File: src/rtl/msw_pkg.sv
package msw_pkg;
  typedef enum logic [2:0] {
    PH_RUN    = 3'd0,
    PH_DRAIN  = 3'd1,
    PH_SPILL  = 3'd2,
    PH_RECONF = 3'd3,
    PH_FILL   = 3'd4
  } phase_e;

  localparam int N_UNITS = 3; // rename, ooo scheduler, load queue
endpackage

File: src/rtl/msw_hyst.sv
module msw_hyst #(
  parameter int CNT_W   = 4,
  parameter int HOLD_W  = 8,
  parameter int OOO_MAX = 2
) (
  input  logic              clk,
  input  logic              rst_n,
  input  logic              armed,
  input  logic              cur_ooo,
  input  logic [CNT_W-1:0]  threads,
  input  logic [HOLD_W-1:0] hold,
  output logic              fire
);
  localparam logic [CNT_W-1:0] LIMIT = CNT_W'(OOO_MAX);

  logic              want_ooo;
  logic              mismatch;
  logic [HOLD_W-1:0] cnt_q, cnt_d;

  always_comb begin
    want_ooo = (threads <= LIMIT);
    mismatch = (want_ooo != cur_ooo);
    fire     = armed && mismatch && (cnt_q >= hold);
    cnt_d    = cnt_q;
    if (!armed || !mismatch || fire) cnt_d = '0;
    else                             cnt_d = cnt_q + 1'b1;
  end

  always_ff @(posedge clk or negedge rst_n) begin
    if (!rst_n) cnt_q <= '0;
    else        cnt_q <= cnt_d;
  end

  // counting is frozen and cleared while a switch is under way
  a_r8_idle_clear: assert property (@(posedge clk) disable iff (!rst_n)
    !armed |=> (cnt_q == '0));
  // a match of the current mode restarts the hold count
  a_r2_restart: assert property (@(posedge clk) disable iff (!rst_n)
    (armed && !mismatch) |=> (cnt_q == '0));
endmodule

File: src/rtl/msw_seq.sv
module msw_seq
  import msw_pkg::*;
(
  input  logic   clk,
  input  logic   rst_n,
  input  logic   fire,
  input  logic   pipe_empty,
  input  logic   spill_done,
  input  logic   fill_done,
  output phase_e phase,
  output logic   spill_go,
  output logic   fill_go,
  output logic   reconf
);
  phase_e phase_q, phase_d;
  logic   spill_q, spill_d;
  logic   fill_q, fill_d;

  always_comb begin
    phase_d = phase_q;
    spill_d = 1'b0;
    fill_d  = 1'b0;
    unique case (phase_q)
      PH_RUN:    if (fire) phase_d = PH_DRAIN;
      PH_DRAIN:  if (pipe_empty) begin
                   phase_d = PH_SPILL;
                   spill_d = 1'b1;
                 end
      PH_SPILL:  if (spill_done) phase_d = PH_RECONF;
      PH_RECONF: begin
                   phase_d = PH_FILL;
                   fill_d  = 1'b1;
                 end
      PH_FILL:   if (fill_done) phase_d = PH_RUN;
      default:   phase_d = PH_RUN;
    endcase
  end

  always_ff @(posedge clk or negedge rst_n) begin
    if (!rst_n) begin
      phase_q <= PH_RUN;
      spill_q <= 1'b0;
      fill_q  <= 1'b0;
    end else begin
      phase_q <= phase_d;
      spill_q <= spill_d;
      fill_q  <= fill_d;
    end
  end

  assign phase    = phase_q;
  assign spill_go = spill_q;
  assign fill_go  = fill_q;
  assign reconf   = (phase_q == PH_RECONF);

  // the drain phase holds until the pipeline reports empty
  a_r3_drain_hold: assert property (@(posedge clk) disable iff (!rst_n)
    (phase_q == PH_DRAIN && !pipe_empty) |=> (phase_q == PH_DRAIN));
  // the save start is a single-cycle pulse inside the save phase
  a_r4_spill_pulse: assert property (@(posedge clk) disable iff (!rst_n)
    spill_q |-> (phase_q == PH_SPILL) ##1 !spill_q);
  // the load start comes only at the first cycle of the load phase
  a_r6_fill_pulse: assert property (@(posedge clk) disable iff (!rst_n)
    fill_q |-> (phase_q == PH_FILL && $past(phase_q) == PH_RECONF));
endmodule

File: src/rtl/msw_mode.sv
module msw_mode
  import msw_pkg::*;
(
  input  logic               clk,
  input  logic               rst_n,
  input  logic               reconf,
  output logic               ooo,
  output logic [N_UNITS-1:0] unit_en,
  output logic               rat_upd
);
  logic mode_q, mode_d;
  logic rat_q, rat_d;

  always_comb begin
    mode_d = reconf ? ~mode_q : mode_q;
    rat_d  = reconf && !mode_q;   // leaving in-order means entering out-of-order
  end

  always_ff @(posedge clk or negedge rst_n) begin
    if (!rst_n) begin
      mode_q <= 1'b1;
      rat_q  <= 1'b0;
    end else begin
      mode_q <= mode_d;
      rat_q  <= rat_d;
    end
  end

  for (genvar u = 0; u < N_UNITS; u++) begin : g_unit
    logic en_q;
    always_ff @(posedge clk or negedge rst_n) begin
      if (!rst_n)      en_q <= 1'b1;
      else if (reconf) en_q <= ~mode_q;
    end
    assign unit_en[u] = en_q;
  end

  assign ooo     = mode_q;
  assign rat_upd = rat_q;

  // the mode only changes on the reconfigure step
  a_r5_mode_stable: assert property (@(posedge clk) disable iff (!rst_n)
    !reconf |=> $stable(mode_q));
endmodule

File: src/rtl/mode_switch_ctrl.sv
module mode_switch_ctrl
  import msw_pkg::*;
#(
  parameter int MAX_THREADS = 8,
  parameter int OOO_MAX     = 2,
  parameter int HOLD_W      = 8,
  localparam int CNT_W      = $clog2(MAX_THREADS + 1)
) (
  input  logic              clk,
  input  logic              rst_n,
  input  logic [CNT_W-1:0]  active_threads,
  input  logic [HOLD_W-1:0] hold_cycles,
  input  logic              pipe_empty,
  input  logic              spill_done,
  input  logic              fill_done,
  output logic              drain_req,
  output logic              spill_start,
  output logic              fill_start,
  output logic              rat_update,
  output logic              rename_en,
  output logic              ooo_sched_en,
  output logic              ldq_en,
  output logic              mode_ooo,
  output logic              fetch_stall
);
  phase_e             phase;
  logic               fire;
  logic               reconf;
  logic [N_UNITS-1:0] unit_en;

  msw_hyst #(.CNT_W(CNT_W), .HOLD_W(HOLD_W), .OOO_MAX(OOO_MAX)) u_hyst (
    .clk(clk), .rst_n(rst_n), .armed(phase == PH_RUN), .cur_ooo(mode_ooo),
    .threads(active_threads), .hold(hold_cycles), .fire(fire)
  );

  msw_seq u_seq (
    .clk(clk), .rst_n(rst_n), .fire(fire), .pipe_empty(pipe_empty),
    .spill_done(spill_done), .fill_done(fill_done), .phase(phase),
    .spill_go(spill_start), .fill_go(fill_start), .reconf(reconf)
  );

  msw_mode u_mode (
    .clk(clk), .rst_n(rst_n), .reconf(reconf), .ooo(mode_ooo),
    .unit_en(unit_en), .rat_upd(rat_update)
  );

  assign drain_req    = (phase == PH_DRAIN);
  assign fetch_stall  = (phase != PH_RUN);
  assign rename_en    = unit_en[0];
  assign ooo_sched_en = unit_en[1];
  assign ldq_en       = unit_en[2];

  // the pipeline is never drained while fetch is still running
  a_r7_stall_cover: assert property (@(posedge clk) disable iff (!rst_n)
    (drain_req || spill_start || fill_start) |-> fetch_stall);
  // map tables are rebuilt only when entering out-of-order mode
  a_r6_rat_ooo: assert property (@(posedge clk) disable iff (!rst_n)
    rat_update |-> (mode_ooo && fill_start));
  // unit enables follow the mode
  a_r5_units: assert property (@(posedge clk) disable iff (!rst_n)
    (rename_en == mode_ooo) && (ooo_sched_en == mode_ooo) && (ldq_en == mode_ooo));
endmodule

File: config.mk
export PLATFORM = sky130hd
export DESIGN_NAME = mode_switch_ctrl
export DESIGN_NICKNAME = d
export VERILOG_FILES = /design/src/rtl/msw_pkg.sv /design/src/rtl/msw_hyst.sv /design/src/rtl/msw_seq.sv /design/src/rtl/msw_mode.sv /design/src/rtl/mode_switch_ctrl.sv
export SDC_FILE = /design/constraint.sdc
export NUM_CORES = 1
export LEC_CHECK = 0
export BUFFER_PORTS_ARGS = -buffer_cell sky130_fd_sc_hd__buf_2
export CAP_MARGIN = 10
export CORE_AREA = 2 2 47 49
export DETAILED_ROUTE_END_ITERATION = 7
export DIE_AREA = 0 0 49 51
export PLACE_DENSITY = 0.75
export SLEW_MARGIN = 15
export SYNTH_ARGS = -nofsm -noshare
export SYNTH_HDL_FRONTEND = slang
export SYNTH_SLANG_ARGS = --single-unit
File: constraint.sdc
create_clock -name clk -period 1.9 [get_ports clk]
set_clock_uncertainty 0.05 [all_clocks]
set_input_delay 0 -clock clk [delete_from_list [all_inputs] [get_ports clk]]
set_output_delay 0 -clock clk [all_outputs]
set_load 0.02 [all_outputs]
# Word-level counts from Yosys, hierarchy flattened
# Index checks and enable logic that the tools add are counted.
[classes] n_addsub=1 n_mul=0 n_div=0 magnitude_cmp=2 n_eq_ne=9 shift=0 muxes=9 bitwise_logic=1 n_reduce_logical=11
[op_table] operator="$pmux 3 s5" n=1
[op_table] operator="$mux 3" n=4
[op_table] operator="$add 8x1->8 const B" n=1
[op_table] operator="$ge 8x8->1" n=1
[op_table] operator="$mux 8" n=1
[op_table] operator="$ne 2x2->1 const B" n=4
[op_table] operator="$eq 3x2->1 const B" n=2
[op_table] operator="$le 4x2->1 const B" n=1
[op_table] operator="$reduce_and 4->1" n=1
[op_table] operator="$eq 3x1->1 const B" n=1
[op_table] operator="$eq 3x3->1 const B" n=1
[op_table] operator="$logic_and 1x1->1" n=3
[op_table] operator="$logic_not 1->1" n=3
[op_table] operator="$logic_not 3->1" n=1
[op_table] operator="$mux 1" n=3
[op_table] operator="$reduce_bool 3->1" n=1
[op_table] operator="$logic_or 1x1->1" n=2
[op_table] operator="$ne 1x1->1" n=1
[op_table] operator="$not 1->1" n=1
[totals] ff_bits=15 latchBits=0 ramBits=0 rom_bits=0 inputBits=17 out_inout_bits=9 elab_cells=39 mem_count=0

# Depth between registers and ports, before layout
[depth] depth_word=6 depth_mapped=6 mapped_depth_nobuf=6

# Hierarchy
# From an unflattened synthesis, not the netlist that was laid out.
[unflattened] cells_unflattened=87 hier_area_um2=944.7
[by_module_without_submodules] module="msw_hyst" n_inst=1 cells_per_inst=61 area_per_inst_um2=616.8 seq_area_each_um2=200.2
[by_module_without_submodules] module="msw_seq" n_inst=1 cells_per_inst=16 area_per_inst_um2=217.7 seq_area_each_um2=125.1
[by_module_without_submodules] module="msw_mode" n_inst=1 cells_per_inst=7 area_per_inst_um2=91.3 seq_area_each_um2=51.3
[by_module_without_submodules] module="mode_switch_ctrl" n_inst=1 cells_per_inst=3 area_per_inst_um2=18.8 seq_area_each_um2=0.0

# Least setup slack after synthesis
# OpenSTA, ideal clock, no wires.
[synth_timing] path_kind="register -> register" startpoint="register u_hyst.cnt_q[0]" endpoint="register u_seq.phase_q[0], in the netlist u_seq.phase[0]" setup_time_ps=118 arrival_time_ps=1560 required_ps=1732 setup_slack_ps=172 stages_incl_launch_ff=7 path_buffers=0 synth_period_minus_slack_ps=1728 cell_sequence="dfrtp_1 > inv_1 > ha_1 > nand2b_1 > a2111oi_4 > o21ai_0 > a21o_1"
[synth_between] elab_chain_cells=4
[synth_rtl] item="start, declared" line_no="msw_hyst.sv:18" source="logic [HOLD_W-1:0] cnt_q, cnt_d;"
[synth_rtl] item="start signal, assigned" line_no="msw_hyst.sv:31" source="else cnt_q <= cnt_d;"
[synth_rtl] item="$ge 8x8->1" line_no="msw_hyst.sv:23" source="fire = armed && mismatch && (cnt_q >= hold);"
[synth_rtl] item="$logic_and 1x1->1" line_no="msw_hyst.sv:23"
[synth_rtl] item="$ne 2x2->1 (no line)"
[synth_rtl] item="$reduce_and 4->1 (no line)"
[synth_rtl] item="end signal, assigned" line_no="msw_seq.sv:45" source="phase_q <= phase_d;"
[synth_rtl] item="end, declared" line_no="msw_seq.sv:15" source="phase_e phase_q, phase_d;"
# No other way between the ends.
# A chain may end at the register's enable or synchronous reset.

# Worst setup path after layout
[layout_timing] startpoint="register u_hyst.cnt_q[7]" endpoint="register u_seq.phase_q[0], in the netlist u_seq.phase[0]"
# Same word-level chain as after synthesis.

==> summary.md <==
| Metric | Value |
|---|---|
| Status | `completed` |
| Worst r2r src | `u_hyst.cnt_q[7]$_DFF_PN0_` |
| Slowest stage cell, crit path | `dfrtp_1` |
| Worst hold slack | `0.0809 ns` |
| Post-Syn Area | `966 um^2` |
| DR top layer | `met3` |
| Switching share of total power | `41.1%` |
| Bufs on Longest Clock Path | `2` |
| Gr usage total | `18.0%` |
| Mean Syn Cell Area | `10.4 um^2` |
| Worst slew pin tran | `0.342 ns` |
| FF/Latch Area | `377 um^2` |
| RSZ-0062 raised after global routing | `false` |
| TritonCTS Buffers | `3` |
| Pwr dens | `1140 nW/um^2` |
| Worst Hold Class | `input pin to async pin` |
| Crit start category | `flop` |
| Post-synth EDFFs | `0` |
| Worst Path Arrival | `1.92 ns` |
| Post-synth ARST share | `100%` |
| Clock share of power | `13.6%` |
| CP top delay family | `compound AO/OA/AOI/OAI gates` |
| Hold Vio Cnt, Final | `0` |
| Remaining global-route overflow | `0` |
| Clk root buf | `clkbuf_4` |
| Routed wire per std cell | `12.2 um` |
| Fillcell total | `203` |
| Clk_lat worst skew | `0.29 ns` |
| Most frequent cells in the layout | `25 x buf_2, 14 x dfrtp_1, 10 x nor2_1, 9 x inv_1, 9 x ha_1` |
| FF-to-FF End | `u_seq.phase[0]$_DFFE_PN0P_` |
| Main synth FF type | `dfrtp_1` |
| Combinational Power Share | `53.0%` |
| Ys Warns | `0` |
| Initial core utilization | `46.8%` |
| Setup violators final | `0` |
| Setup slack, reg-to-reg | `0.12 ns` |
| F_max | `562 MHz` |
| VDD IR max | `0.899 mV` |
| P_int | `0.793 mW` |
| CP Class | `flop to flop` |
| Pin count of the biggest net entering global routing | `16` |
| DRC Markers | `0` |
| TNS Setup | `0 ns` |
| Worst-path clk slew | `0.10 ns` |
| Drt first pass iters | `4` |
| Number of diodes | `0` |
| Lkg Pwr | `0.633 nW` |
| Reg2Reg Depth | `5` |
| DPL Wire Length | `1.46 mm` |
| Max_slew headroom | `77.1%` |
| Initial DRC Count | `5` |
| Met2 WL post-DR | `956 um` |
| Number of synthesized register bits | `15` |
| Worst path required time | `2.04 ns` |
| Max incr delay on CP | `0.41 ns` |
| CTS sink count | `15` |
| # IOs | `26` |
| Register area share after synthesis | `39.0%` |
| Post-DR vias/cell | `5.01` |
| Share of cells above drive strength 1 | `33.3%` |
| Routed WL | `1.85 mm` |
| Vias in the first global route | `796` |
| Routed wl met3 | `91 um` |
| Setup bufs post-CTS | `0` |
| DIE AREA | `2500 um^2` |
| Post-synth cell types | `34` |
| PostCTS Resize Cnt | `0` |
| Post-synthesis cell count | `93` |
| Die width | `49 um` |
| Initial antenna violation count | `0` |
| Most common cell after layout, fill and taps aside | `buf_2` |
| Multi-input gate area in the final layout | `517 um^2` |
| Routed metal-1 wirelength | `797 um` |
| Crit path buf inv count | `0` |
| Global-route wire length before repair | `3.39 mm` |
| Worst Path Max Fanout | `2` |
| RePlAce Congestion | `0.815` |
| Routed Antenna Nets | `0` |
| Die H | `51 um` |
| Hold_buf cts | `3` |
| CTS tree | `done` |
| Max Cap Violations | `0` |
| Worst-path cell chain | `ha_1 -> and3_1 -> a221oi_4 -> o21ai_0 -> a21o_1` |
| Fin crit period | `1.78 ns` |
| Final nets | `150` |
| CP Capture Type | `flop` |
| Final max-slew violation count | `0` |
| Area grow syn2layout | `22.0%` |
| Core Area | `2060 um^2` |
| FP Rows | `17` |
| H-tree levels | `1` |
| Final Cycle Share | `93.6%` |
| Syn nets | `119` |
| Sequential power share | `33.4%` |
| DR vias | `756` |
| Sw power | `0.554 mW` |
| Number of buffers added on ports | `25` |
-- sequential cells by signal, summed over array words and instances, names as in the netlist --
register        flops
u_hyst.cnt_q        8
u_mode.ooo          1
u_mode.rat_upd      1
u_seq.fill_go       1
u_seq.phase         3
u_seq.spill_go      1
-- metrics by stage --
step | power [mW] | cells | instance area (um^2) | util (%) | worst slack [ns]
2_1_floorplan | 1.01 | 93 | 966 | - | 0.172
3_3_place_gp | 1.15 | 144 | 1120 | 54.3 | 0.209
3_5_place_dp | 1.18 | 144 | 1120 | 54.3 | 0.134
4_1_cts | 1.37 | 151 | 1180 | 57.1 | 0.110
5_1_grt | 1.46 | 151 | 1180 | 57.1 | 0.0218
6_report | 1.35 | 151 | 1180 | 57.1 | 0.121
-- worst max path at each step --
| stage | from | to | slack (ns) | cells past startpoint |
|---|---|---|---|---|
| finish | u_hyst.cnt_q[7]$_DFF_PN0_ | u_seq.phase[0]$_DFFE_PN0P_ | 0.12 | 5 |
| floorplan | u_hyst.cnt_q[0]$_DFF_PN0_ | u_seq.phase[0]$_DFFE_PN0P_ | 0.17 | 6 |
| detailed placement | u_hyst.cnt_q[7]$_DFF_PN0_ | u_seq.phase[0]$_DFFE_PN0P_ | 0.13 | 5 |
| global placement | u_hyst.cnt_q[7]$_DFF_PN0_ | u_seq.phase[0]$_DFFE_PN0P_ | 0.21 | 5 |
| global route | u_hyst.cnt_q[0]$_DFF_PN0_ | u_seq.phase[0]$_DFFE_PN0P_ | 0.02 | 6 |
| CTS | u_hyst.cnt_q[7]$_DFF_PN0_ | u_seq.phase[0]$_DFFE_PN0P_ | 0.11 | 5 |
-- cells in the mapped netlist, drive strengths merged (2+ instances only) --
cell | number | area (um^2)
a21o | 2 | 15.0
and3 | 3 | 18.8
buf | 4 | 27.5
clkbuf | 2 | 7.51
dfrtp | 14 | 350
ha | 9 | 113
inv | 10 | 37.5
mux2 | 2 | 22.5
nand2 | 2 | 7.51
nand3 | 5 | 25.0
nor2 | 10 | 37.5
nor4 | 2 | 12.5
o211ai | 2 | 28.8
o21a | 2 | 15.0
or3b | 2 | 17.5
xnor2 | 2 | 17.5
xor2 | 6 | 52.6
-- layout make-up --
cell class                      count  share of cell area [%]
Clock inverter                      1                   0.425
Timing Repair Buffer               32                    15.7
Multi-Input combinational cell     62                    43.8
Clock buffer                        3                    1.91
Tap cell                           28                    2.97
Inverter                           10                    3.18
Sequential cell                    15                    32.0
-- power groups by stage --
stage | clock (mW) | combinational (mW) | sequential, mW
global route | 0.211 | 0.792 | 0.460
global placement | 0 | 0.693 | 0.454
detailed placement | 0 | 0.718 | 0.458
CTS | 0.193 | 0.726 | 0.451
floorplan | 0 | 0.526 | 0.482
finish | 0.184 | 0.714 | 0.449
-- layer usage --
metal	up-vias	GRT usage, %
li1	380	-
met4	0	8.10
met5	-	0
met2	22	32.2
met3	0	3.80
met1	354	20.6
-- logic make-up after synthesis --
family | after synthesis | synth area share, %
simple gates | 32 | 18.8
buf+inv | 16 | 7.51
flops | 15 | 39.0
compound gates | 11 | 13.5
fa+ha+maj | 9 | 11.7
xor+xnor | 8 | 7.25
mux | 2 | 2.33
No activity file was read; power rests on OpenSTA's default activity.
